[src/rtl/swbus_pkg.sv]
package swbus_pkg;

   localparam int NUM_REGS = 8;
   localparam int RSEL_W   = 3;

   localparam logic [RSEL_W-1:0] RG_A = 3'd0;
   localparam logic [RSEL_W-1:0] RG_B = 3'd1;
   localparam logic [RSEL_W-1:0] RG_C = 3'd2;
   localparam logic [RSEL_W-1:0] RG_D = 3'd3;
   localparam logic [RSEL_W-1:0] RG_P = 3'd4;
   localparam logic [RSEL_W-1:0] RG_R = 3'd5;
   localparam logic [RSEL_W-1:0] RG_J = 3'd6;
   localparam logic [RSEL_W-1:0] RG_T = 3'd7;

   typedef enum logic [2:0] {
      ST_IDLE,
      ST_INC_ROUTE,
      ST_INC_CLEAR,
      ST_INC_LOAD,
      ST_ADR_FORM,
      ST_ADR_READ,
      ST_ADR_RESTORE
   } step_e;

   typedef enum logic [1:0] {
      ALU_OR,
      ALU_ADD,
      ALU_INC
   } alu_op_e;

   typedef struct packed {
      logic    in_alu;     // input switch: address bus to ALU instead of memory
      logic    out_mem;    // output switch: ALU to memory instead of data bus
      logic    shortcut;   // data bus joined to ALU input X
      logic    use_jbase;  // jump base on ALU input Y
      alu_op_e op;
   } sw_ctl_t;

endpackage

[src/rtl/swbus_regfile.sv]
module swbus_regfile
   import swbus_pkg::*;
#(
   parameter int W = 10
) (
   input  logic              clk,
   input  logic              rst_n,
   input  logic              wr_en,
   input  logic [RSEL_W-1:0] wr_sel,
   input  logic [W-1:0]      wr_data,
   input  logic              p_clear,
   input  logic              p_load,
   input  logic [W-1:0]      p_data,
   input  logic [RSEL_W-1:0] rd_sel,
   output logic [W-1:0]      rd_val,
   output logic [W-1:0]      p_q,
   output logic [W-1:0]      j_q
);

   logic [W-1:0] regs [NUM_REGS];

   for (genvar i = 0; i < NUM_REGS; i++) begin : g_reg
      logic [W-1:0] q;
      if (i == int'(RG_P)) begin : g_ptr
         always_ff @(posedge clk) begin
            if (!rst_n)                             q <= '0;
            else if (p_clear)                       q <= '0;
            else if (p_load)                        q <= p_data;
            else if (wr_en && wr_sel == RSEL_W'(i)) q <= wr_data;
         end
      end else begin : g_plain
         always_ff @(posedge clk) begin
            if (!rst_n)                             q <= '0;
            else if (wr_en && wr_sel == RSEL_W'(i)) q <= wr_data;
         end
      end
      assign regs[i] = q;
   end

   assign rd_val = regs[rd_sel];
   assign p_q    = regs[RG_P];
   assign j_q    = regs[RG_J];

endmodule

[src/rtl/swbus_alu.sv]
module swbus_alu
   import swbus_pkg::*;
#(
   parameter int W = 10
) (
   input  alu_op_e      op,
   input  logic [W-1:0] x,
   input  logic [W-1:0] y,
   output logic [W-1:0] res
);

   always_comb begin
      case (op)
         ALU_ADD: res = x + y;
         ALU_INC: res = x + W'(1);
         default: res = x | y;
      endcase
   end

endmodule

[src/rtl/swbus_steer.sv]
module swbus_steer
   import swbus_pkg::*;
#(
   parameter int W = 10
) (
   input  sw_ctl_t      sw,
   input  logic         rd_is_data,
   input  logic         latch_to_dbus,
   input  logic [W-1:0] rd_val,
   input  logic [W-1:0] alu_latch,
   input  logic [W-1:0] jbase,
   input  logic [W-1:0] alu_res,
   output logic [W-1:0] alu_x,
   output logic [W-1:0] alu_y,
   output logic [W-1:0] dbus,
   output logic [W-1:0] addr_to_mem
);

   logic [W-1:0] abus;

   // data registers sit on the data bus, pointer-like registers on the address bus
   assign abus = rd_is_data ? '0 : rd_val;

   always_comb begin
      if (latch_to_dbus)   dbus = alu_latch;
      else if (rd_is_data) dbus = rd_val;
      else                 dbus = '0;
   end

   always_comb begin
      if (sw.shortcut)    alu_x = dbus;
      else if (sw.in_alu) alu_x = abus;
      else                alu_x = '0;
   end

   assign alu_y       = sw.use_jbase ? jbase : '0;
   assign addr_to_mem = sw.out_mem ? alu_res : abus;

endmodule

[src/rtl/swbus_ctrl.sv]
module swbus_ctrl
   import swbus_pkg::*;
(
   input  logic              clk,
   input  logic              rst_n,
   input  logic              start_inc,
   input  logic              start_addr,
   input  logic              addr_rel,
   input  logic [RSEL_W-1:0] addr_sel,
   input  logic              reg_we,
   output step_e             step,
   output sw_ctl_t           sw,
   output logic [RSEL_W-1:0] rd_sel,
   output logic              rd_is_data,
   output logic              wr_ok,
   output logic              done
);

   step_e             step_q, step_d;
   logic [RSEL_W-1:0] sel_q;
   logic              rel_q;
   logic              idle;

   assign idle  = (step_q == ST_IDLE);
   assign wr_ok = idle && reg_we;

   always_comb begin
      step_d = step_q;
      case (step_q)
         ST_IDLE: begin
            if (!reg_we && start_inc)       step_d = ST_INC_ROUTE;
            else if (!reg_we && start_addr) step_d = ST_ADR_FORM;
         end
         ST_INC_ROUTE: step_d = ST_INC_CLEAR;
         ST_INC_CLEAR: step_d = ST_INC_LOAD;
         ST_ADR_FORM:  step_d = ST_ADR_READ;
         ST_ADR_READ:  step_d = ST_ADR_RESTORE;
         default:      step_d = ST_IDLE;
      endcase
   end

   always_ff @(posedge clk) begin
      if (!rst_n) begin
         step_q <= ST_IDLE;
         sel_q  <= '0;
         rel_q  <= 1'b0;
         done   <= 1'b0;
      end else begin
         step_q <= step_d;
         done   <= (step_q == ST_INC_LOAD) || (step_q == ST_ADR_RESTORE);
         if (idle && !reg_we && !start_inc && start_addr) begin
            sel_q <= addr_sel;
            rel_q <= addr_rel;
         end
      end
   end

   assign step       = step_q;
   assign rd_sel     = (step_q == ST_INC_ROUTE) ? RG_P : sel_q;
   assign rd_is_data = (rd_sel <= RG_C);

   always_comb begin
      sw = '{in_alu: 1'b0, out_mem: 1'b0, shortcut: 1'b0, use_jbase: 1'b0, op: ALU_OR};
      if (step_q == ST_INC_ROUTE) begin
         sw.in_alu = 1'b1;
         sw.op     = ALU_INC;
      end else if (step_q == ST_ADR_FORM) begin
         sw.shortcut = rd_is_data;
         if (rel_q) begin
            sw.in_alu    = !rd_is_data;
            sw.use_jbase = 1'b1;
            sw.out_mem   = 1'b1;
            sw.op        = ALU_ADD;
         end else begin
            sw.out_mem = rd_is_data;  // data registers pass via OR with Y = 0
         end
      end
   end

endmodule

[src/rtl/swbus_addr_path.sv]
module swbus_addr_path
   import swbus_pkg::*;
#(
   parameter int W         = 10,
   parameter int IO_WORDS  = 16,
   parameter int ROM_WORDS = 496
) (
   input  logic          clk,
   input  logic          rst_n,
   input  logic          reg_we,
   input  logic [2:0]    reg_wsel,
   input  logic [W-1:0]  reg_wdata,
   input  logic          start_inc,
   input  logic          start_addr,
   input  logic          addr_rel,
   input  logic [2:0]    addr_sel,
   input  logic [W-1:0]  mem_rdata,
   output logic [W-1:0]  mem_addr,
   output logic          mem_rd,
   output logic          mem_wr,
   output logic [W-1:0]  mem_wdata,
   output logic [W-1:0]  rd_data,
   output logic [W-1:0]  prog_ptr,
   output logic          busy,
   output logic          done
);

   localparam int           SPACE  = 1 << W;
   localparam logic [W-1:0] ROM_LO = W'(IO_WORDS);
   localparam logic [W-1:0] ROM_HI = W'(IO_WORDS + ROM_WORDS - 1);

   if (W < 4 || W > 16) begin : g_bad_width
      $error("swbus_addr_path: W must lie in 4..16");
   end
   if (IO_WORDS < 1 || ROM_WORDS < 1 || IO_WORDS + ROM_WORDS >= SPACE) begin : g_bad_map
      $error("swbus_addr_path: I/O plus read-only region must leave writable space");
   end

   step_e             step;
   sw_ctl_t           sw;
   logic [RSEL_W-1:0] rd_sel;
   logic              rd_is_data, wr_ok;
   logic [W-1:0]      rd_val, p_q, j_q;
   logic [W-1:0]      alu_x, alu_y, alu_res, dbus, addr_to_mem;
   logic [W-1:0]      alu_latch_q, addr_latch_q, mbuf_q;
   logic              in_rom;

   swbus_ctrl u_ctrl (
      .clk        (clk),
      .rst_n      (rst_n),
      .start_inc  (start_inc),
      .start_addr (start_addr),
      .addr_rel   (addr_rel),
      .addr_sel   (addr_sel),
      .reg_we     (reg_we),
      .step       (step),
      .sw         (sw),
      .rd_sel     (rd_sel),
      .rd_is_data (rd_is_data),
      .wr_ok      (wr_ok),
      .done       (done)
   );

   swbus_regfile #(.W(W)) u_regs (
      .clk     (clk),
      .rst_n   (rst_n),
      .wr_en   (wr_ok),
      .wr_sel  (reg_wsel),
      .wr_data (reg_wdata),
      .p_clear (step == ST_INC_CLEAR),
      .p_load  (step == ST_INC_LOAD),
      .p_data  (dbus),
      .rd_sel  (rd_sel),
      .rd_val  (rd_val),
      .p_q     (p_q),
      .j_q     (j_q)
   );

   swbus_steer #(.W(W)) u_steer (
      .sw            (sw),
      .rd_is_data    (rd_is_data),
      .latch_to_dbus (step == ST_INC_LOAD),
      .rd_val        (rd_val),
      .alu_latch     (alu_latch_q),
      .jbase         (j_q),
      .alu_res       (alu_res),
      .alu_x         (alu_x),
      .alu_y         (alu_y),
      .dbus          (dbus),
      .addr_to_mem   (addr_to_mem)
   );

   swbus_alu #(.W(W)) u_alu (
      .op  (sw.op),
      .x   (alu_x),
      .y   (alu_y),
      .res (alu_res)
   );

   always_ff @(posedge clk) begin
      if (!rst_n) begin
         alu_latch_q  <= '0;
         addr_latch_q <= '0;
         mbuf_q       <= '0;
      end else begin
         if (step == ST_INC_ROUTE) alu_latch_q  <= alu_res;
         if (step == ST_ADR_FORM)  addr_latch_q <= addr_to_mem;
         if (step == ST_ADR_READ)  mbuf_q       <= mem_rdata;
      end
   end

   assign in_rom    = (addr_latch_q >= ROM_LO) && (addr_latch_q <= ROM_HI);
   assign mem_rd    = (step == ST_ADR_READ);
   assign mem_wr    = (step == ST_ADR_RESTORE) && !in_rom;
   assign mem_addr  = (mem_rd || step == ST_ADR_RESTORE) ? addr_latch_q : '0;
   assign mem_wdata = (step == ST_ADR_RESTORE) ? mbuf_q : '0;
   assign rd_data   = mbuf_q;
   assign prog_ptr  = p_q;
   assign busy      = (step != ST_IDLE);

endmodule

[config.mk]
export PLATFORM = sky130hd
export DESIGN_NAME = swbus_addr_path
export DESIGN_NICKNAME = d
export VERILOG_FILES = /design/src/rtl/swbus_pkg.sv /design/src/rtl/swbus_regfile.sv /design/src/rtl/swbus_alu.sv /design/src/rtl/swbus_steer.sv /design/src/rtl/swbus_ctrl.sv /design/src/rtl/swbus_addr_path.sv
export SDC_FILE = /design/constraint.sdc
export NUM_CORES = 1
export LEC_CHECK = 0
export ABC_AREA = 1
export BUFFER_PORTS_ARGS = -buffer_cell sky130_fd_sc_hd__buf_4
export CORE_ASPECT_RATIO = 1.5
export CORE_MARGIN = 3
export CORE_UTILIZATION = 45
export DETAILED_ROUTE_END_ITERATION = 10
export GPL_ROUTABILITY_DRIVEN = 0
export HOLD_SLACK_MARGIN = 0.1
export PLACE_DENSITY = 0.74
export SLEW_MARGIN = 20
export SYNTH_ARGS = -nofsm -noshare
export SYNTH_HDL_FRONTEND = slang
export SYNTH_SLANG_ARGS = --single-unit
[constraint.sdc]
create_clock -name clk -period 3.6 [get_ports clk]
set_clock_uncertainty 0.2 [all_clocks]
set_input_delay 0.72 -clock clk [delete_from_list [all_inputs] [get_ports clk]]
set_output_delay 0.72 -clock clk [all_outputs]
set_load 0.05 [all_outputs]
==> impl_metrics.csv <==
group,metric,value,unit
status,run_status,"complete, no violations",
worst_setup_path,endpoint_kind,"flop",
power,sw_frac_of_total,0.352,
synthesis,ys_ff_latch,118,
clock_network,root_buffer,"clkbuf_16",
timing,hold_viol_final,0,
clock_network,clk_latency,420,ps
synthesis,synth_nets,1005,
timing,period_minus_slack,3400,ps
worst_setup_path,path_max_fanout,21,
worst_setup_path,crit_type,"reg2reg",
detailed_routing,vias,6527,
layout,final_common_cell,"nor2_1",
floorplanning,fp.dieH,150,um
clock_network,clock_sinks,118,
global_routing,grt_pass1_vias,6173,
synthesis,syn_area_per_cell,6.42,um^2
placed_design,dpl.hpwl,13600,um
layout,final_cell_mix,"nor2_1, nand2_1, dfxtp_1",
floorplanning,num_io_pins,76,
detailed_routing,vias_per_cell,5.37,
worst_hold_path,hold_class,"reg2reg",
worst_setup_path,critPathArrivalTime,3480,ps
power,pwr-share-seq,0.326,
synthesis,synthesis.area,6180,um^2
synthesis,ys_warn_count,0,
global_routing,antenna_found_initial,0,
power,intPower,0.00311,W
timing,report.final.slew_viol_count,0,
job,maxCapViolCount,0,
power,p_clk_frac,0.373,
timing,clock.fmax,294,MHz
layout,final_layout_size_suffix_gt1_frac,0.159,
clock_network,tritoncts,"built",
power,vdd_drop_max,0.000336,V
power,net-switching-power,0.00169,W
clock_network,cts-buffers-inserted,17,
detailed_routing,drtIter0Drc,397,
placed_design,portBuffers,75,
clock_network,htreeDepth,4,
clock_network,clkTransAtPathRegs,60,ps
detailed_routing,wirelength,18800,um
floorplanning,start_util,0.468,
timing,post-route-period-util,0.945,
synthesis,synth_cell_types,33,
floorplanning,rows,51,
detailed_routing,firstDrtPassIters,6,
power,combPwrFrac,0.302,
synthesis,synthCells,963,
timing,grt_setup_unrepaired,"yes",
worst_setup_path,critPathLaunchType,"flop",
power,p_leak,3.48,nW
floorplanning,core-area,13200,um^2
global_routing,grt-ovfl-total,0,
detailed_routing,wl_per_cell,15.5,um
global_routing,grt_usage,0.252,
layout,diodes,0,
timing,max-slew-margin-rel,0.490,
timing,setup_viol,0,
global_routing,grt_pass1_wl,30000,um
global_routing,grt_max_degree,50,
layout,nets,1085,
detailed_routing,ant_nets,0,
clock_network,cts_buffer_depth,2,
layout,syn_to_final_growth,24.0,%
synthesis,ys_seq_area_frac,0.382,
detailed_routing,drc,0,
power,finalPower,0.00480,W
worst_setup_path,crit_required,3680,ps
power,power_density,626,nW/um^2
clock_network,ctsHoldBuffers,0,
layout,utilization,0.581,
timing,tightest_slew,762,ps
floorplanning,dieArea,15200,um^2
floorplanning,die_x,102,um
cell usage after synthesis:
master    count  area (um^2)
nor2_1      197          739
nand2_1     193          724
dfxtp_1     118         2360
o21ai_0     110          551
inv_1        78          293
nand3_1      77          385
a21oi_1      54          270
clkbuf_1     29          109
buf_2        19         95.1
o211ai_1     15          113
a31oi_1      13         81.3
ha_1          9          113
inv_2         9         33.8
clkinv_1      7         26.3
o21ai_1       5         25.0
buf_6         3         33.8
nand2_2       3         18.8
xor2_1        3         26.3
a21o_1        2         15.0
buf_4         2         15.0
nand2_4       2         22.5
nor2_4        2         22.5
nor3_1        2         10.0
xnor2_1       2         17.5
a211oi_1      1         7.51
buf_1         1         3.75
fa_1          1         20.0
mux2i_1       1         10.0
nand3_2       1         10.0
nand4_1       1         6.26
nor3_2        1         10.0
o21a_1        1         7.51
o22ai_1       1         6.26
what timing repair did:
item                                    CTS  global route
endpoints found under the hold margin     0             0
gates resized for setup                   0            13
buffers inserted                          0             3
endpoints found under the setup margin    0            11
registers in the layout (all words and copies together), names as in the netlist:
signal	cells
u_regs.j_q	10
rd_data	10
u_regs.p_q	10
u_ctrl.done	1
u_ctrl.sel_q	3
addr_latch_q	10
u_ctrl.rel_q	1
u_regs.g.q	60
alu_latch_q	10
u_ctrl.step	3
worst paths after layout:
path                                        endpoint            startpoint  depth (start not counted)  slack, ps
worst min register to register  u_regs.g_reg[0].q[8]  u_regs.g_reg[0].q[8]                          2        260
worst max register to register       addr_latch_q[9]        u_ctrl.step[1]                         23        200
worst min-delay path            u_regs.g_reg[0].q[8]  u_regs.g_reg[0].q[8]                          2        260
worst max-delay path                 addr_latch_q[9]        u_ctrl.step[1]                         23        200
worst max-delay path, stage by stage (launching register included):
cell	delay, ps
dfxtp_1	350
inv_2	60
nand3_4	100
nand2_4	110
buf_12	150
buf_8	150
nand2_1	70
nand3_1	90
nand2_1	70
inv_1	60
o211ai_1	270
o21ai_0	130
ha_1	370
nand2_1	90
nor2_1	170
nand3_1	160
nand3_1	130
nand3_1	100
nand3_2	90
nand3_1	80
nand2_1	90
nand2_1	50
nand2_1	60
a21oi_1	50
stage by stage:
| step | TNS [ps] | hold WS (ps) | worst slack, ps | instance area (um^2) | cells |
|---|---|---|---|---|---|
| after floorplan | 0 | 230 | 269 | 6180 | 963 |
| after global placement | 0 | 240 | 185 | 6980 | 1180 |
| after detailed placement | 0 | 250 | 104 | 6980 | 1180 |
| after CTS | 0 | 257 | 65.1 | 7600 | 1212 |
| after global routing | -136 | 279 | -125 | 7670 | 1215 |
| final | 0 | 256 | 199 | 7670 | 1215 |
power groups by stage:
stage	Combinational, W	Sequential, W	Clock [W]
2_1_floorplan	0.000890	0.00163	0
3_3_place_gp	0.00138	0.00158	0
3_5_place_dp	0.00139	0.00158	0
4_1_cts	0.00140	0.00156	0.00180
5_1_grt	0.00160	0.00158	0.00186
6_report	0.00145	0.00156	0.00179
area by class of cell:
cell class | instances | area [um^2]
inverter | 94 | 362
clock inverter | 13 | 180
sequential | 118 | 2360
clock buffer | 19 | 443
fill | 1277 | 5540
timing repair buffer | 115 | 896
multi-input combinational | 697 | 3230
tap | 159 | 199
routing by layer:
layer / part of all wire / GRT usage / vias to the layer above
met5: 0 / 0 / -
met4: 0.042 / 0.125 / 0
met3: 0.061 / 0.0434 / 63
met2: 0.52 / 0.452 / 272
met1: 0.38 / 0.282 / 2936
li1: - / - / 3256
kinds of logic (layout without fill, tap and decap cells):
family                   after synthesis  count (layout)  synth area share
XOR/XNOR                               5               5           0.00708
buffers and inverters                148             241            0.0985
flip-flops                           118             118             0.382
multiplexers                           1               1           0.00162
AO/OA/AOI/OAI                        202             202             0.174
adder cells (fa/ha/maj)               10              10            0.0214
AND/OR/NAND/NOR                      479             479             0.315
Note: power is estimated with default switching activity, not from simulation.
